**config.mk**
```make
export PLATFORM = sky130hd
export DESIGN_NAME = frame_formatter
export DESIGN_NICKNAME = d
export VERILOG_FILES = /design/src/rtl/fmt_pkg.sv /design/src/rtl/fmt_ctrl.sv /design/src/rtl/fmt_datapath.sv /design/src/rtl/frame_formatter.sv
export SDC_FILE = /design/constraint.sdc
export NUM_CORES = 1
export LEC_CHECK = 0
export ABC_AREA = 1
export BUFFER_PORTS_ARGS = -buffer_cell sky130_fd_sc_hd__buf_4
export CORE_ASPECT_RATIO = 0.9
export CORE_MARGIN = 2
export CORE_UTILIZATION = 36
export DETAILED_ROUTE_END_ITERATION = 6
export GPL_TIMING_DRIVEN = 0
export PLACE_DENSITY = 0.54
export REMOVE_ABC_BUFFERS = 1
export SETUP_SLACK_MARGIN = 0.2
export SLEW_MARGIN = 20
export SYNTH_ARGS = -nofsm -noshare
export SYNTH_HDL_FRONTEND = slang
export SYNTH_HIERARCHICAL = 1
export SYNTH_SLANG_ARGS = --single-unit
```
**constraint.sdc**
```tcl
create_clock -name clk -period 0.8 [get_ports clk]
set_input_delay 0.08 -clock clk [delete_from_list [all_inputs] [get_ports clk]]
set_output_delay 0.08 -clock clk [all_outputs]
set_load 0.1 [all_outputs]
```
**src/rtl/fmt_pkg.sv**
```systemverilog
package fmt_pkg;
  // Strobes handed from the control to the datapath
  typedef struct packed {
    logic loadTx;
    logic loadRx;
  } fmtStrobe_t;
endpackage

```
**src/rtl/fmt_ctrl.sv**
```systemverilog
module fmt_ctrl
  import fmt_pkg::*;
#(
  parameter int WORD_W  = 32,
  parameter int LEN_W   = 6,
  parameter int MIN_LEN = 8
) (
  input  logic             inValid,
  input  logic             rxMode,
  input  logic [LEN_W-1:0] lenCode,
  input  logic             parEn,
  output fmtStrobe_t       strobe,
  output logic [LEN_W:0]   frameLen,
  output logic [LEN_W:0]   dataLen
);
  localparam int LEN1_W = LEN_W + 1;
  localparam logic [LEN1_W-1:0] MIN_L = LEN1_W'(MIN_LEN);
  localparam logic [LEN1_W-1:0] MAX_L = LEN1_W'(WORD_W);

  logic [LEN1_W-1:0] codeWide;
  assign codeWide = {1'b0, lenCode};

  always_comb begin
    if (codeWide < MIN_L)      frameLen = MIN_L;
    else if (codeWide > MAX_L) frameLen = MAX_L;
    else                       frameLen = codeWide;
    dataLen = frameLen - LEN1_W'(parEn);
  end

  assign strobe.loadTx = inValid & ~rxMode;
  assign strobe.loadRx = inValid &  rxMode;
endmodule

```
**src/rtl/fmt_datapath.sv**
```systemverilog
module fmt_datapath
  import fmt_pkg::*;
#(
  parameter int WORD_W = 32,
  parameter int LEN_W  = 6
) (
  input  logic              clk,
  input  logic              rstN,
  input  fmtStrobe_t        strobe,
  input  logic [LEN_W:0]    frameLen,
  input  logic [LEN_W:0]    dataLen,
  input  logic              msbFirst,
  input  logic              parEn,
  input  logic              parOdd,
  input  logic [WORD_W-1:0] dataIn,
  output logic              outValid,
  output logic [WORD_W-1:0] dataOut,
  output logic              parErr
);
  localparam int LEN1_W = LEN_W + 1;
  localparam logic [LEN1_W-1:0] WORD_L = LEN1_W'(WORD_W);

  logic [WORD_W-1:0] keepMask, txData, revTx, revIn, parBit, txImg, rxRaw, rxData;
  logic [LEN1_W-1:0] shiftDn;
  logic              txPar, rxErr;

  for (genvar g = 0; g < WORD_W; g++) begin : g_rev
    assign revTx[g] = txData[WORD_W-1-g];
    assign revIn[g] = dataIn[WORD_W-1-g];
  end

  always_comb begin
    keepMask = (dataLen >= WORD_L) ? '1 : ((WORD_W'(1) << dataLen) - WORD_W'(1));
    shiftDn  = WORD_L - frameLen;
    // transmit side
    txData = dataIn & keepMask;
    txPar  = (^txData) ^ parOdd;
    parBit = parEn ? WORD_W'(txPar) : '0;
    if (msbFirst) txImg = (txData << parEn) | parBit;
    else          txImg = (revTx >> shiftDn) | parBit;
    // receive side
    if (msbFirst) rxRaw = dataIn >> parEn;
    else          rxRaw = revIn >> shiftDn;
    rxData = rxRaw & keepMask;
    rxErr  = parEn & ((^rxData) ^ parOdd ^ dataIn[0]);
  end

  always_ff @(posedge clk or negedge rstN) begin
    if (!rstN) begin
      outValid <= 1'b0;
      dataOut  <= '0;
      parErr   <= 1'b0;
    end else begin
      outValid <= strobe.loadTx | strobe.loadRx;
      if (strobe.loadTx) begin
        dataOut <= txImg;
        parErr  <= 1'b0;
      end else if (strobe.loadRx) begin
        dataOut <= rxData;
        parErr  <= rxErr;
      end
    end
  end
endmodule

```
**src/rtl/frame_formatter.sv**
```systemverilog
module frame_formatter
  import fmt_pkg::*;
#(
  parameter int WORD_W  = 32,
  parameter int LEN_W   = 6,
  parameter int MIN_LEN = 8
) (
  input  logic              clk,
  input  logic              rstN,
  input  logic              inValid,
  input  logic              rxMode,
  input  logic [LEN_W-1:0]  lenCode,
  input  logic              msbFirst,
  input  logic              parEn,
  input  logic              parOdd,
  input  logic [WORD_W-1:0] dataIn,
  output logic              outValid,
  output logic [WORD_W-1:0] dataOut,
  output logic              parErr
);
  fmtStrobe_t     strobe;
  logic [LEN_W:0] frameLen, dataLen;

  fmt_ctrl #(.WORD_W(WORD_W), .LEN_W(LEN_W), .MIN_LEN(MIN_LEN)) u_ctrl (
    .inValid(inValid), .rxMode(rxMode), .lenCode(lenCode), .parEn(parEn),
    .strobe(strobe), .frameLen(frameLen), .dataLen(dataLen)
  );

  fmt_datapath #(.WORD_W(WORD_W), .LEN_W(LEN_W)) u_dp (
    .clk(clk), .rstN(rstN), .strobe(strobe), .frameLen(frameLen),
    .dataLen(dataLen), .msbFirst(msbFirst), .parEn(parEn), .parOdd(parOdd),
    .dataIn(dataIn), .outValid(outValid), .dataOut(dataOut), .parErr(parErr)
  );
endmodule

```
== Word-level counts from Yosys, hierarchy flattened ==
Index checks and enable logic that the tools add are counted.
W data, S select, Z words.
Storage, ports and cells
  bits in registers: 34
  bits of input ports: 45
  word-level logic and storage cells: 39
Cells by class
  add/subtract/negate cells: 3
  order comparisons: 3
  shift operators: 5
  mux-type cells: 10
  bitwise operators: 12
  reduce and logical (&&, ||, !) cells: 3
Operators with widths (count)
  $mux W32: 5
  $and A32 B32 Y32: 2
  $or A32 B32 Y32: 2
  $reduce_xor A32 Y1: 2
  $shr A32 B7 Y32: 2
  $shl A1 B7 Y32 const A: 1
  $shl A32 B1 Y32: 1
  $shr A32 B1 Y32: 1
  $sub A32 B1 Y32 const B: 1
  $ge A7 B6 Y1 const B: 1
  $mux W7: 1
  $sub A6 B7 Y7 const A: 1
  $sub A7 B1 Y7: 1
  $gt A6 B6 Y1 const B: 1
  $lt A6 B4 Y1 const B: 1
  $mux W6: 1
  $and A1 B1 Y1: 3
  $mux W1: 3
  $xor A1 B1 Y1: 3
  $reduce_bool A2 Y1: 1
  $not A1 Y1: 1
  $or A1 B1 Y1: 1

== Depth between registers and ports, before layout ==
  depth in word-level cells: 14
  mapped depth: 38
  mapped depth without buffers: 36

== Hierarchy ==
Netlist, hierarchy kept.
Modules (own cells, without submodules)
  fmt_datapath: times used 1, cells an instance 1702, area each 8639.5 um2
  fmt_ctrl: times used 1, cells an instance 40, area each 191.4 um2

== Worst setup path before layout ==
Ideal clock, no wire load.
  kind: input -> register
  start point: input port lenCode[4]
  end point: register u_dp.parErr
  library setup time: 0.120 ns
  data arrival time: 3.405 ns
  slack: -2.725 ns
  cell stages on the path: 35
  buffers on the path: 1
  cell sequence: inv_1 -> nand2_1 -> nand3_1 -> ha_1 -> ha_1 -> xnor2_1 -> buf_4 -> inv_2 -> nand3_1 -> nor2_1 -> inv_1 -> nor2_4 -> inv_1 -> ha_1 -> nand3_1 -> inv_2 -> nand2_4 -> nor2_4 -> or2_1 -> nand3_2 -> inv_1 -> nor2_2 -> nand2_1 -> nand3_2 -> nand2_1 -> nand2_1 -> nand2_1 -> nand2_1 -> nand3_1 -> nand3_1 -> nand2_1 -> inv_1 -> nand2_1 -> nand3_1 -> nand2_1
On the way
  word-level cells in the longest chain between the ends: 14
Ends and longest elaborated chain
  start: declaration: line frame_formatter.sv:12  | input logic [LEN_W-1:0] lenCode,
  $gt A6 B6 Y1: line fmt_ctrl.sv:25  | else if (codeWide > MAX_L) frameLen = MAX_L;
  $mux W6: line fmt_ctrl.sv:25
  $mux W7 *: line fmt_ctrl.sv:24  | if (codeWide < MIN_L) frameLen = MIN_L;
  $sub A7 B1 Y7 *: line fmt_ctrl.sv:27  | dataLen = frameLen - LEN1_W'(parEn);
  net dataLen[2]: line frame_formatter.sv:22  | logic [LEN_W:0] frameLen, dataLen;
  $shl A1 B7 Y32: line fmt_datapath.sv:33  | keepMask = (dataLen >= WORD_L) ? '1 : ((WORD_W'(1) << dataLen) - WORD_W'(1));
  $sub A32 B1 Y32: line fmt_datapath.sv:33
  $mux W32 *: line fmt_datapath.sv:33
  $and A32 B32 Y32 *: line fmt_datapath.sv:44  | rxData = rxRaw & keepMask;
  $reduce_xor A32 Y1 *: line fmt_datapath.sv:45  | rxErr = parEn & ((^rxData) ^ parOdd ^ dataIn[0]);
  $xor A1 B1 Y1 * (2 in series): line fmt_datapath.sv:45
  $and A1 B1 Y1 *: line fmt_datapath.sv:45
  $mux W1 *: line fmt_datapath.sv:58  | end else if (strobe.loadRx) begin
  $mux W1 *: line fmt_datapath.sv:55  | if (strobe.loadTx) begin
  end signal: assignment: line fmt_datapath.sv:60  | parErr <= rxErr;
  end: declaration: line fmt_datapath.sv:18  | output logic parErr
Mark *: on every way through the listed nets, which the timed path passes. The rest lies on a longest branch. The select of a mux whose other input is x is not followed.
A chain may end at the register's enable or synchronous reset.

== Final worst setup path ==
  start point: input port lenCode[3]
  end point: register u_dp.dataOut[0]
On the way
  word-level cells in the longest chain between the ends: 14
Ends and longest elaborated chain
  $gt A6 B6 Y1: line fmt_ctrl.sv:25
  $mux W6: line fmt_ctrl.sv:25
  $mux W7 *: line fmt_ctrl.sv:24
  $sub A7 B1 Y7 *: line fmt_ctrl.sv:27
  net dataLen[4]: line frame_formatter.sv:22
  $shl A1 B7 Y32: line fmt_datapath.sv:33
  $sub A32 B1 Y32: line fmt_datapath.sv:33
  $mux W32 *: line fmt_datapath.sv:33
  parallel branches: the longest is 6 deep, another holds $and A32 B32 Y32
  $mux W32 *: line fmt_datapath.sv:55
  end signal: assignment: line fmt_datapath.sv:56  | dataOut <= txImg;
  end signal: assignment: line fmt_datapath.sv:59  | dataOut <= rxData;
  end: declaration: line fmt_datapath.sv:17  | output logic [WORD_W-1:0] dataOut,
Mark *: on every way through the listed nets, which the timed path passes. The select of a mux whose other input is x is not followed.

==> flow_summary.json <==
{
  "synth_top_area_frac": 0.2521,
  "finalMaxSlewViolations": 0,
  "grt_max_degree": 47,
  "root_buffer": "clkbuf_16",
  "fin_cells": 2146,
  "critPathMostFrequentCell": "nand2_1",
  "ctsLongestPathBuffers": 2,
  "tns_ns": -90.24,
  "vias": 13390,
  "synth_edf_count": 0,
  "syn_area_um2": 8831,
  "crit_buf_inv": 5,
  "ys_dominant_reg_cell": "dfrtp_1",
  "max_stage_delay_ns": 0.28,
  "swShare": 0.5887,
  "setup_violations": 67,
  "fin_crit_sh": 4.505,
  "r2r_end": "u_dp/dataOut[3]",
  "dr.first_iter.drc_count": 1679,
  "rows": 54,
  "dieArea_um2": 25800,
  "core_area_um2": 24190,
  "fin_worst_skew_ns": 0,
  "rr_startpoint": "u_dp/dataOut[3]",
  "worst_pin_slew_ns": 1.023,
  "antenna_found_initial": 1,
  "synthToLayoutAreaGrowth_pct": 43.44,
  "finalCriticalPeriod_ns": 3.604,
  "grt_pass1_wl_um": 71010,
  "path_delay_family": "simple AND/OR/NAND/NOR gates",
  "synth_area_leaders": "nand2_1 25%, nand3_1 18%, dfrtp_1 9.6%",
  "clk_latency_ns": 0.29,
  "violations": "design-rule violations, negative hold slack, negative setup slack",
  "clkPwrFrac": 0.086,
  "r2r_slack_ns": -0.01,
  "finalHoldViolCount": 34,
  "start_util": 0.3651,
  "cts.sinks": 34,
  "worstRegToRegCells": 2,
  "cts_buffers": 5,
  "grt_setup_unrepaired": "true",
  "portBuffers": 78,
  "io-pin-count": 79,
  "syn_inst": 1742,
  "syn_area_per_cell_um2": 5.069,
  "p_int_mw": 9.469,
  "status": "finished with violations",
  "place_congestion": 1.025,
  "yosys_warnings": 6,
  "synthArstFlopShare": 1.000,
  "critPathMaxFanout": 6,
  "synth_most_common_cell": "nand2_1",
  "p_leak_nw": 6.178,
  "use_met3": 0.07844,
  "holdCritPathClass": "input pin to async pin",
  "hold_ws_ns": -0.2555,
  "fmax_mhz": 277.5,
  "worstPathRequired_ns": 0.97,
  "combPwrFrac": 0.811,
  "drv_cap": 0,
  "seqPwrFrac": 0.103,
  "slew_headroom": 0.3182,
  "grt_pass1_vias": 11790,
  "dieWidth_um": 169.1,
  "cp-start-kind": "input pin",
  "p_per_area_nw_per_um2": 1817,
  "yosysSeqAreaShare": 0.09634,
  "place_hpwl_um": 33280,
  "wirelength_um": 48360,
  "ys_ff_latch": 34,
  "crit_type": "input pin to flop",
  "fillers": 2510,
  "power.switching_mw": 13.55,
  "clk_pin_slew_ns": 0.06,
  "yosysUniqueCellTypes": 49,
  "drc_errors": 2,
  "preCtsSetupSlack_ns": -4.983,
  "netlist_top_cells_count": "593 x nand2_1, 310 x nand3_1, 145 x inv_1, 125 x nor2_1, 112 x o21ai_0",
  "firstDrtPassIters": 7,
  "total_power_mw": 23.02,
  "synth_area_leader_cell": "nand2_1",
  "via_per_inst": 6.238,
  "cts_tree": "built",
  "wl_per_cell_um": 22.53,
  "gr-usage-met1": 0.5085,
  "cp_slowest_cell": "ha_4",
  "cp-end-kind": "flop",
  "drive_gt1_frac": 0.2934,
  "die_height_um": 152.6,
  "ir_worst_vdd_uv": 1360,
  "cts_max_level": 2,
  "grt_usage": 0.3561,
  "nets": 1887,
  "overflow": 0,
  "fin_ws_ns": -2.804,
  "drtAntennaViolNets": 0,
  "dpl.cell_count": 2039,
  "use_met2": 0.5139,
  "grt-busiest-layer": "met2",
  "crit_arrival_ns": 3.78
}
## placed cells by master, fill, tap and decap left out, drive strengths merged, types with 4 or more instances in the layout
cell | synthesis | layout
o221ai | 14 | 14
clkinvlp | 0 | 6
a31oi | 6 | 6
clkbuf | 55 | 6
xor2 | 19 | 19
nand3 | 320 | 322
nor2 | 147 | 148
dfrtp | 34 | 34
mux2i | 7 | 7
a21oi | 72 | 72
ha | 4 | 4
o211ai | 9 | 9
nor3 | 7 | 7
xnor2 | 10 | 10
o21ai | 121 | 121
nand4 | 49 | 49
a22oi | 7 | 7
nand2 | 605 | 605
or2 | 10 | 10
inv | 149 | 145
buf | 49 | 186
o22ai | 25 | 25
## power groups by stage
stage,Combinational (mW),Sequential [mW],Clock (mW)
after global placement,13.5,2.23,0
after global routing,19.7,2.42,2.10
after floorplan,7.47,4.52,0
final,18.7,2.38,1.98
after detailed placement,14.0,2.23,0
after CTS,16.9,2.36,2.00
## worst reg2reg max path, cell delays in order, from the launching register on
cell and delay (ns):
dfrtp_1 0.41, o21ai_0 0.23, a21oi_2 0.05
## state kept, by name (all words and copies together), names as in the netlist
| signal | flops |
|---|---|
| u_dp/parErr | 1 |
| u_dp/outValid | 1 |
| u_dp/dataOut | 32 |
## routing by layer
layer  wire (um)  vias up
met3        6272      202
met2       19920     1051
li1            -     6038
met1       19550     6094
met5          11        -
met4        2608        2
## repair_timing
| item | in CTS | in global routing |
|---|---|---|
| gates cloned | 7 | 0 |
| endpoints found under the hold margin | 34 | 34 |
| endpoints found under the setup margin | 68 | 68 |
| setup buffers | 68 | 25 |
| resized for setup | 401 | 149 |
| pin swaps | 75 | 67 |
## area by class of cell
cell class | instances | area (um2) | area share
Timing Repair Buffer | 187 | 2183 | 0.1724
Antenna cell | 1 | 2.502 | 0.0001976
Timing Repair inverter | 2 | 11.26 | 0.0008890
Sequential cell | 34 | 850.8 | 0.06717
Clock buffer | 6 | 138.9 | 0.01096
Multi-Input combinational cell | 1458 | 8454 | 0.6674
Tap cell | 308 | 385.4 | 0.03042
Inverter | 150 | 640.6 | 0.05057
## how the worst max path moves through the flow
stage | from | to | slack, ns | cells past startpoint
final | lenCode[3] | u_dp/dataOut[0] | -2.80 | 35
after global routing | lenCode[5] | u_dp/dataOut[0] | -2.92 | 34
after CTS | lenCode[3] | u_dp/dataOut[20] | -2.69 | 29
after detailed placement | lenCode[4] | u_dp/parErr | -4.98 | 28
after global placement | lenCode[4] | u_dp/parErr | -12.15 | 27
after floorplan | lenCode[4] | u_dp/parErr | -6.77 | 28
## kinds of logic after synthesis
family / count (synthesis) / synth area share
AOI/OAI and AO/OA: 272 / 0.1757
xor gates and xnor gates: 29 / 0.03046
adders and majority gates: 4 / 0.005668
buffers and inverters: 254 / 0.1143
DFF: 34 / 0.09635
muxes: 7 / 0.007935
other: 1 / 0.0004246
and+or+nand+nor: 1141 / 0.5691
## per-stage QoR
stage | cell area, um2 | util
after floorplan | 8388 | -
after global placement | 9359 | 0.3869
after detailed placement | 9674 | 0.4000
after CTS | 11960 | 0.4943
after global routing | 12660 | 0.5236
final | 12670 | 0.5237
(Power assumes the default switching activity.)
